File: config.mk
export PLATFORM = sky130hd
export DESIGN_NAME = mdio_mgmt
export DESIGN_NICKNAME = d
export VERILOG_FILES = /design/src/rtl/mdio_mgmt_pkg.sv /design/src/rtl/mdio_mgmt_ctrl.sv /design/src/rtl/mdio_mgmt_dp.sv /design/src/rtl/mdio_mgmt.sv
export SDC_FILE = /design/constraint.sdc
export NUM_CORES = 1
export LEC_CHECK = 0
export BUFFER_PORTS_ARGS = -buffer_cell sky130_fd_sc_hd__buf_2
export CAP_MARGIN = 15
export CORE_ASPECT_RATIO = 0.5
export CORE_UTILIZATION = 50
export DETAILED_ROUTE_END_ITERATION = 10
export PLACE_DENSITY = 0.76
export REMOVE_ABC_BUFFERS = 1
export SLEW_MARGIN = 0
export SYNTH_ARGS = -nofsm -noshare
export SYNTH_HDL_FRONTEND = slang
export SYNTH_SLANG_ARGS = --single-unit
export TNS_END_PERCENT = 20
File: constraint.sdc
create_clock -name clk -period 6.2 [get_ports clk]
set_input_delay 0.62 -clock clk [delete_from_list [all_inputs] [get_ports clk]]
set_output_delay 0.62 -clock clk [all_outputs]
set_load 0.02 [all_outputs]
File: src/rtl/mdio_mgmt_pkg.sv
`timescale 1ns/1ps
package mdio_mgmt_pkg;
  localparam int DIV_W = 6;

  localparam int REG_CFG  = 0;
  localparam int REG_CMD  = 1;
  localparam int REG_ADR  = 2;
  localparam int REG_WDAT = 3;
  localparam int REG_RDAT = 4;
  localparam int REG_IND  = 5;

  typedef struct packed {
    logic load;      // capture a new frame into the shifter
    logic loadRead;  // frame being loaded is a read
    logic shift;     // advance to next frame bit
    logic sample;    // take one read-data bit from the line
    logic finish;    // read frame complete, publish data
  } mgmtStrb_t;

  function automatic logic [DIV_W-1:0] divFromSel(input logic [2:0] sel);
    case (sel)
      3'd0, 3'd1: divFromSel = DIV_W'(4);
      3'd2:       divFromSel = DIV_W'(6);
      3'd3:       divFromSel = DIV_W'(8);
      3'd4:       divFromSel = DIV_W'(10);
      3'd5:       divFromSel = DIV_W'(14);
      3'd6:       divFromSel = DIV_W'(20);
      default:    divFromSel = DIV_W'(28);
    endcase
  endfunction
endpackage

File: src/rtl/mdio_mgmt_ctrl.sv
`timescale 1ns/1ps
module mdio_mgmt_ctrl
  import mdio_mgmt_pkg::*;
#(
  parameter int PRE_BITS = 32
) (
  input  logic       clk,
  input  logic       rstN,
  input  logic       hold,
  input  logic [2:0] divSel,
  input  logic       reqRead,
  input  logic       reqWrite,
  output mgmtStrb_t  strb,
  output logic       busy,
  output logic       mdc,
  output logic       mdioOe
);
  localparam int FRAME_BITS = PRE_BITS + 32;
  localparam int BIT_W      = $clog2(FRAME_BITS);
  localparam logic [BIT_W-1:0] TA_POS   = BIT_W'(PRE_BITS + 14);
  localparam logic [BIT_W-1:0] DATA_POS = BIT_W'(PRE_BITS + 16);
  localparam logic [BIT_W-1:0] LAST_POS = BIT_W'(FRAME_BITS - 1);

  logic [DIV_W-1:0] divLen, divCnt, halfLen;
  logic [BIT_W-1:0] bitIdx;
  logic             opRead, busyQ;
  logic             lastTick, lastBit, startReq;

  assign halfLen  = divLen >> 1;
  assign lastTick = busyQ && (divCnt == divLen - DIV_W'(1));
  assign lastBit  = (bitIdx == LAST_POS);
  assign startReq = reqRead || reqWrite;

  always_ff @(posedge clk) begin
    if (!rstN) begin
      busyQ  <= 1'b0;
      opRead <= 1'b0;
      divCnt <= '0;
      bitIdx <= '0;
      divLen <= DIV_W'(4);
    end else if (hold) begin
      busyQ  <= 1'b0;
      opRead <= 1'b0;
      divCnt <= '0;
      bitIdx <= '0;
    end else if (!busyQ) begin
      if (startReq) begin
        busyQ  <= 1'b1;
        opRead <= reqRead;
        divLen <= divFromSel(divSel);
      end
      divCnt <= '0;
      bitIdx <= '0;
    end else if (lastTick) begin
      divCnt <= '0;
      if (lastBit) busyQ <= 1'b0;
      else         bitIdx <= bitIdx + BIT_W'(1);
    end else begin
      divCnt <= divCnt + DIV_W'(1);
    end
  end

  always_comb begin
    strb          = '0;
    strb.load     = !busyQ && !hold && startReq;
    strb.loadRead = reqRead;
    strb.shift    = lastTick && !hold;
    strb.sample   = busyQ && !hold && opRead && (divCnt == halfLen) && (bitIdx >= DATA_POS);
    strb.finish   = lastTick && lastBit && opRead && !hold;
  end

  assign busy   = busyQ;
  assign mdc    = busyQ && (divCnt >= halfLen);
  assign mdioOe = busyQ && (!opRead || (bitIdx < TA_POS));
endmodule

File: src/rtl/mdio_mgmt_dp.sv
`timescale 1ns/1ps
module mdio_mgmt_dp
  import mdio_mgmt_pkg::*;
#(
  parameter int PRE_BITS = 32,
  parameter int ADDR_W   = 3
) (
  input  logic              clk,
  input  logic              rstN,
  input  logic              busWe,
  input  logic [ADDR_W-1:0] busAddr,
  input  logic [31:0]       busWdata,
  output logic [31:0]       busRdata,
  input  mgmtStrb_t         strb,
  input  logic              busy,
  input  logic              mdioIn,
  output logic              mdioOut,
  output logic              hold,
  output logic [2:0]        divSel,
  output logic              reqRead,
  output logic              reqWrite,
  output logic [15:0]       rdValue
);
  localparam int FRAME_BITS = PRE_BITS + 32;
  localparam logic [ADDR_W-1:0] A_CFG  = ADDR_W'(REG_CFG);
  localparam logic [ADDR_W-1:0] A_CMD  = ADDR_W'(REG_CMD);
  localparam logic [ADDR_W-1:0] A_ADR  = ADDR_W'(REG_ADR);
  localparam logic [ADDR_W-1:0] A_WDAT = ADDR_W'(REG_WDAT);
  localparam logic [ADDR_W-1:0] A_RDAT = ADDR_W'(REG_RDAT);
  localparam logic [ADDR_W-1:0] A_IND  = ADDR_W'(REG_IND);

  logic                  cfgHold, cmdBit;
  logic [2:0]            cfgSel;
  logic [4:0]            phyNum, regNum;
  logic [15:0]           wrData, rdData, capShift;
  logic [FRAME_BITS-1:0] frameSh;
  logic                  unusedWd;

  assign unusedWd = ^busWdata[31:16];
  assign reqRead  = busWe && (busAddr == A_CMD) && busWdata[0];
  assign reqWrite = busWe && (busAddr == A_WDAT);

  always_ff @(posedge clk) begin
    if (!rstN) begin
      cfgHold  <= 1'b0;
      cfgSel   <= '0;
      cmdBit   <= 1'b0;
      phyNum   <= '0;
      regNum   <= '0;
      wrData   <= '0;
      rdData   <= '0;
      capShift <= '0;
      frameSh  <= '0;
    end else begin
      if (busWe && busAddr == A_CFG) begin
        cfgHold <= busWdata[15];
        cfgSel  <= busWdata[4:2];
      end
      if (busWe && busAddr == A_CMD) cmdBit <= busWdata[0];
      if (busWe && busAddr == A_ADR) begin
        phyNum <= busWdata[12:8];
        regNum <= busWdata[4:0];
      end
      if (reqWrite) wrData <= busWdata[15:0];

      if (strb.load)
        frameSh <= {{PRE_BITS{1'b1}}, 2'b01,
                    (strb.loadRead ? 2'b10 : 2'b01), phyNum, regNum,
                    (strb.loadRead ? 2'b11 : 2'b10),
                    (strb.loadRead ? 16'hFFFF : busWdata[15:0])};
      else if (strb.shift)
        frameSh <= {frameSh[FRAME_BITS-2:0], 1'b1};

      if (strb.sample) capShift <= {capShift[14:0], mdioIn};
      if (strb.finish) rdData   <= capShift;
    end
  end

  always_comb begin
    busRdata = '0;
    if (busAddr == A_CFG) begin
      busRdata[15]  = cfgHold;
      busRdata[4:2] = cfgSel;
    end else if (busAddr == A_CMD) begin
      busRdata[0] = cmdBit;
    end else if (busAddr == A_ADR) begin
      busRdata[12:8] = phyNum;
      busRdata[4:0]  = regNum;
    end else if (busAddr == A_WDAT) begin
      busRdata[15:0] = wrData;
    end else if (busAddr == A_RDAT) begin
      busRdata[15:0] = rdData;
    end else if (busAddr == A_IND) begin
      busRdata[0] = busy;
    end
  end

  assign mdioOut = frameSh[FRAME_BITS-1];
  assign hold    = cfgHold;
  assign divSel  = cfgSel;
  assign rdValue = rdData;
endmodule

File: src/rtl/mdio_mgmt.sv
`timescale 1ns/1ps
module mdio_mgmt
  import mdio_mgmt_pkg::*;
#(
  parameter int PRE_BITS = 32,
  parameter int ADDR_W   = 3
) (
  input  logic              clk,
  input  logic              rstN,
  input  logic              busWe,
  input  logic [ADDR_W-1:0] busAddr,
  input  logic [31:0]       busWdata,
  output logic [31:0]       busRdata,
  output logic              mdc,
  output logic              mdioOut,
  output logic              mdioOe,
  input  logic              mdioIn
);
  mgmtStrb_t   strb;
  logic        hold, busy, reqRead, reqWrite;
  logic [2:0]  divSel;
  logic [15:0] rdValue;

  mdio_mgmt_ctrl #(.PRE_BITS(PRE_BITS)) u_ctrl (
    .clk(clk), .rstN(rstN), .hold(hold), .divSel(divSel),
    .reqRead(reqRead), .reqWrite(reqWrite), .strb(strb),
    .busy(busy), .mdc(mdc), .mdioOe(mdioOe)
  );

  mdio_mgmt_dp #(.PRE_BITS(PRE_BITS), .ADDR_W(ADDR_W)) u_dp (
    .clk(clk), .rstN(rstN), .busWe(busWe), .busAddr(busAddr),
    .busWdata(busWdata), .busRdata(busRdata), .strb(strb), .busy(busy),
    .mdioIn(mdioIn), .mdioOut(mdioOut), .hold(hold), .divSel(divSel),
    .reqRead(reqRead), .reqWrite(reqWrite), .rdValue(rdValue)
  );
endmodule

# Word-level counts from Yosys, hierarchy flattened

Cells that the tools add are included.
W data, S select, Z words.

Flip-flop bits (word level): 147
Latch bits: 0
Bits in writable memories: 0
Bits in read-only memories: 0
Input port bits: 39
Output and inout port bits: 35
Logic and storage cells: 97
Memories kept: 0

Add/sub/neg operators: 3
$mul: 0
Div/mod/pow operators: 0
Order comparisons: 3
Equal/unequal tests: 14
Shift-type cells: 0
Muxes and demuxes: 24
Bitwise gates (word level): 4
Reduce and logical (&&, ||, !) cells: 34

Operator list:

| cell                  | count |
|---|---|
| $mux W64              | 2 |
| $mux W16              | 2 |
| $mux W15              | 2 |
| $pmux W5 S6           | 1 |
| $logic_and A1 B1 Y1   | 18 |
| $eq A3 B3 Y1 const B  | 5 |
| $add A6 B1 Y6 const B | 2 |
| $eq A3 B2 Y1 const B  | 4 |
| $mux W10              | 1 |
| $mux W5               | 2 |
| $mux W1               | 9 |
| $mux W3               | 3 |
| $eq A3 B1 Y1 const B  | 2 |
| $eq A6 B5 Y1          | 1 |
| $eq A6 B6 Y1          | 1 |
| $eq A6 B6 Y1 const B  | 1 |
| $ge A6 B5 Y1          | 1 |
| $ge A6 B6 Y1 const B  | 1 |
| $logic_not A3 Y1      | 2 |
| $lt A6 B6 Y1 const B  | 1 |
| $reduce_or A2 Y1      | 3 |
| $sub A6 B1 Y6 const B | 1 |
| $mux W2               | 2 |
| $not A1 Y1            | 4 |
| 7 further kinds       | 11 |

# Longest topological paths before layout

Depth in word-level cells: 7
Depth in mapped cells: 9
Depth with buffers taken out: 7

# Hierarchy

A second synthesis with hierarchy kept.

Cell total of the unflattened synthesis: 675
Area, all modules: 6537.5 µm²

Modules (own cells, without submodules):

| module         | times used | cells an instance | area each (µm²) | seq. area each (µm²) |
|---|---|---|---|---|
| mdio_mgmt_dp   | 1          | 549               | 5491.5          | 2542.4 |
| mdio_mgmt_ctrl | 1          | 126               | 1046.0          | 360.3 |

# Least setup slack after synthesis

No wires, ideal clock.

Path kind: input to output
From: input port busAddr[0]
To: output port busRdata[10]
Data arrival time: 1.944 ns
Required time: 5.580 ns
Slack: 3.636 ns
Cell stages on the path: 7
Buffers on the path: 3
Path through: buf_1 nor2_1 and2_1 clkbuf_1 clkbuf_1 nand2_1 o21ai_0

Word-level cells in the longest chain between the ends: 6
Elaborated cells between the ends (all ways): 10
Classes of those cells: eq/ne: 4; mux: 5; reduce/logical: 1

Ends and longest elaborated chain:

| element         | line               | source |
|---|---|---|
| start, declared | mdio_mgmt.sv:11    | `input logic [ADDR_W-1:0] busAddr,` |
| $eq A3 B3 Y1    | mdio_mgmt_dp.sv:91 | `end else if (busAddr == A_RDAT) begin` |
| $mux W15        | mdio_mgmt_dp.sv:91 |  |
| $mux W16        | mdio_mgmt_dp.sv:89 | `end else if (busAddr == A_WDAT) begin` |
| $mux W5         | mdio_mgmt_dp.sv:86 | `end else if (busAddr == A_ADR) begin` |
| $mux W15        | mdio_mgmt_dp.sv:84 | `end else if (busAddr == A_CMD) begin` |
| $mux W10 *      | mdio_mgmt_dp.sv:81 | `if (busAddr == A_CFG) begin` |
| end, declared   | mdio_mgmt.sv:13    | `output logic [31:0] busRdata,` |

Every way passes the cells marked *; elsewhere a longest branch is shown, timed or not.

# Worst setup path after layout

From: register u_ctrl.divLen[1]
To: register u_dp.frameSh[1]

Word-level cells in the longest chain between the ends: 5

Ends and longest elaborated chain:

| element                             | line                 | source |
|---|---|---|
| start, declared                     | mdio_mgmt_ctrl.sv:24 | `logic [DIV_W-1:0] divLen, divCnt, halfLen;` |
| start signal, assigned              | mdio_mgmt_ctrl.sv:50 | `divLen <= divFromSel(divSel);` |
| $sub A6 B1 Y6                       | mdio_mgmt_ctrl.sv:30 | `assign lastTick = busyQ && (divCnt == divLen - DIV_W'(1));` |
| $eq A6 B6 Y1                        | mdio_mgmt_ctrl.sv:30 |  |
| $logic_and A1 B1 Y1                 | mdio_mgmt_ctrl.sv:30 |  |
| $logic_and A1 B1 Y1                 | mdio_mgmt_ctrl.sv:67 | `strb.shift = lastTick && !hold;` |
| $reduce_bool A2 Y1 (no source line) | -                    |  |
| end signal, assigned                | mdio_mgmt_dp.sv:67   | `frameSh <= {{PRE_BITS{1'b1}}, 2'b01,` |
| end signal, assigned                | mdio_mgmt_dp.sv:72   | `frameSh <= {frameSh[FRAME_BITS-2:0], 1'b1};` |
| end, declared                       | mdio_mgmt_dp.sv:36   | `logic [FRAME_BITS-1:0] frameSh;` |

No other way between the ends.
A chain may end at the register's enable or synchronous reset.

==> flow_summary.json <==
{
  "status": "finished, violations left",
  "violations": "DRC",
  "hold_end": "u_dp.capShift[0]",
  "powerDensity_mw_per_mm2": 280,
  "synth.distinct_cells": 51,
  "drt-initial-drc-count": 284,
  "place_congestion": 0.776,
  "hold_slack_ns": 0.460,
  "max_stage_delay_ns": 0.57,
  "slew_viol_final": 0,
  "hold_path.startpoint": "mdioIn",
  "reg2reg_depth": 8,
  "async_reset_ff_share_pct": 0,
  "leakage_nw": 2.72,
  "worstHoldPathCells": 3,
  "antenna_found_initial": 0,
  "crit_fanout": 61,
  "cp-start-kind": "flop",
  "postCtsHoldBufs": 0,
  "vias": 5398,
  "cts_buffers": 17,
  "cts_tree": "done",
  "synthesis.area_sq_mm": 0.00651,
  "path_clk_slew_ns": 0.06,
  "critical_path.most_common_cell": "nor3_1",
  "gr-total-overflow": 0,
  "route.detailed.drc": 2,
  "cts_resized": 0,
  "ant_nets": 0,
  "cts_setup_buffers": 0,
  "arrival_ns": 3.31,
  "rrSetupSlack_ns": 3.19,
  "drt_pre_antenna_iters": 8,
  "synth-edff-count": 0,
  "clock-sinks": 145,
  "synthFlopType": "dfxtp_1",
  "critPathKind": "reg2reg",
  "grt_max_degree": 75,
  "avgViaCountPerCell": 5.61,
  "cp.required_ns": 6.51,
  "syn_to_final_growth_pct": 11.1,
  "hold_viol_final": 0,
  "core_sq_mm": 0.0127,
  "finalCoreUtilization_pct": 57.1,
  "post_drt_wl_per_cell_microns": 14.5,
  "cap_violations": 0,
  "fin_nets": 825,
  "yosysSeqAreaShare_pct": 44.6,
  "vdd_ir_drop_max_uv": 196,
  "clockBufferDepth": 2,
  "dieArea_sq_mm": 0.0135,
  "dieWidth_microns": 163,
  "ys_seq_elements": 145,
  "hold_path.class": "in2reg",
  "yosys_warnings": 0,
  "rsz0062_at_grt": "false",
  "syn-instance-count": 777,
  "reg2reg_to": "u_dp.frameSh[1]",
  "rows": 29,
  "period_share_pct": 48.5,
  "die_h_microns": 82.7,
  "timing.rr.start": "u_ctrl.divLen[1]",
  "diodes": 0,
  "skew_ns": 0.00785,
  "slowest_stage": "nor3_1",
  "worstPathCellList": "inv_1 -> ha_1 -> xnor2_1 -> nor3_1 -> o2111a_2 -> buf_4 -> nor3_1 -> a311o_1",
  "min_period_ns": 3.01,
  "worst_path_dominant_cell_family": "simple AND/OR/NAND/NOR gates",
  "synth.avg_cell_area_sq_um": 8.38,
  "wirelength_microns": 14000,
  "tightest_slew_ns": 1.11,
  "post-dp-hpwl_microns": 8580,
  "cp_num_buf_inv": 2,
  "grt_pass1_wl_microns": 22400,
  "worstSetupEndpointType": "flop",
  "p_total_mw": 2.03,
  "max_slew_margin_pct": 25.8,
  "clock_latency_ns": 0.42,
  "clockRootBuffer": "clkbuf_16",
  "fmax_mhz": 332,
  "first_global_vias": 4600,
  "num_io_pins": 74,
  "setup_tns_ns": 0,
  "start_util_pct": 51.4,
  "setup_viol": 0,
  "drive_above_1_share_pct": 11.2,
  "portBuffers": 41,
  "htreeDepth": 4,
  "grt_usage_pct": 21.1
}
==> worst max-delay path by stage <==
stage / start / to / slack (ns) / depth (start not counted)
floorplan: busAddr[2] / u_dp.frameSh[10] / 0.32 / 4
global placement: busAddr[0] / busRdata[8] / 3.37 / 6
detailed placement: u_ctrl.divLen[1] / u_dp.frameSh[1] / 3.34 / 8
CTS: u_ctrl.divLen[1] / u_dp.rdValue[9] / 3.18 / 7
global route: u_ctrl.divLen[1] / u_ctrl.bitIdx[4] / 2.91 / 7
finish: u_ctrl.divLen[1] / u_dp.frameSh[1] / 3.19 / 8
==> layer usage <==
metal	vias up	wire, microns	GRT usage, %
met5	-	0	0
met4	0	82	5.14
met3	9	575	5.39
met1	2570	6850	27.9
li1	2702	-	-
met2	117	6440	34.7
==> tightest hold or removal path: cells and delay by family <==
kind | cells | cell delay [ns]
buffers and inverters | 1 | 0.07
AND/OR/NAND/NOR | 1 | 0.09
multiplexers | 1 | 0.05
==> area by class of cell <==
| class | count | area [sq um] |
|---|---|---|
| Clock inverter | 15 | 130 |
| Inverter | 7 | 26.3 |
| Multi-Input combinational cell | 562 | 3280 |
| Timing Repair Buffer | 46 | 253 |
| Fill cell | 1098 | 5440 |
| Sequential cell | 145 | 2900 |
| Clock buffer | 17 | 425 |
| Tap cell | 170 | 213 |
==> Yosys cell counts, types with 4 or more instances <==
cell type / n / area (sq um)
dfxtp_1: 145 / 2900
nand2_1: 115 / 432
nor2_1: 53 / 199
nor3_1: 49 / 245
clkbuf_1: 39 / 146
nand3_1: 37 / 185
a21oi_1: 35 / 175
o21ai_0: 31 / 155
mux2i_1: 28 / 280
a21boi_0: 26 / 195
nor2b_1: 25 / 156
nor3b_1: 25 / 188
buf_2: 16 / 80.1
buf_4: 16 / 120
or3_1: 16 / 100
o221ai_1: 14 / 123
a22oi_1: 13 / 97.6
and3_1: 8 / 50.1
ha_1: 7 / 87.6
inv_1: 6 / 22.5
xnor2_1: 6 / 52.6
a22o_1: 5 / 43.8
buf_1: 5 / 18.8
nand2b_1: 5 / 31.3
o211ai_1: 5 / 37.5
a311oi_1: 4 / 35.0
nand4_1: 4 / 25.0
==> sequential cells by signal, indices dropped and copies added (netlist names) <==
name           cells
u_ctrl.busy        1
u_dp.wrData       16
u_dp.capShift     16
u_dp.regNum        5
u_dp.frameSh      64
u_ctrl.divLen      4
u_dp.cmdBit        1
u_dp.rdValue      16
u_dp.hold          1
u_ctrl.opRead      1
u_dp.divSel        3
u_ctrl.divCnt      6
u_dp.phyNum        5
u_ctrl.bitIdx      6
==> report_power, final <==
| part | switching (mW) | total [mW] | internal (mW) |
|---|---|---|---|
| clock network | 0.424 | 0.948 | 0.523 |
| logic | 0.0746 | 0.115 | 0.0400 |
| registers | 0.0122 | 0.965 | 0.953 |
==> cell usage in the layout, fill, tap and decap left out, types with 2 or more instances in the layout <==
master / n
nand3b_1: 2
and2_1: 3
mux2_2: 3
a21oi_1: 35
a21o_1: 2
o31ai_1: 2
and3_1: 8
nand3_1: 37
xor2_1: 3
dfxtp_1: 145
ha_1: 7
nand2_1: 115
clkinvlp_4: 5
clkbuf_16: 17
a21boi_0: 26
inv_6: 4
a211oi_1: 2
a22o_1: 5
xnor2_1: 6
nand4_1: 4
nor3_1: 49
nor2b_1: 25
o21ai_0: 31
o211ai_1: 5
a22oi_1: 13
clkinv_4: 4
o221ai_1: 14
inv_8: 2
or4_1: 3
nor2_1: 53
a311oi_1: 4
nor3b_1: 25
mux2i_1: 28
or3_1: 16
conb_1: 16
a31oi_1: 2
inv_1: 6
nand2b_1: 5
buf_4: 5
buf_2: 40
==> logic make-up (layout without fill, tap and decap cells) <==
group,count (synthesis),count (layout),share of synthesized area [%]
AOI/OAI and AO/OA,149,149,15.4
muxes,31,31,4.83
other,1,16,0.0576
xor gates and xnor gates,9,9,1.21
buffers and inverters,85,85,6.36
and+or+nand+nor,350,350,26.2
DFF,145,145,44.6
adders and majority gates,7,7,1.35
==> stage by stage <==
stage,setup WS (ns),std cells,area [sq um]
6_report,3.19,962,7230
5_1_grt,2.91,962,7230
4_1_cts,3.18,961,7210
3_5_place_dp,3.34,929,6660
3_3_place_gp,3.37,929,6660
2_1_floorplan,0.320,714,6180
(Power assumes the default switching activity.)
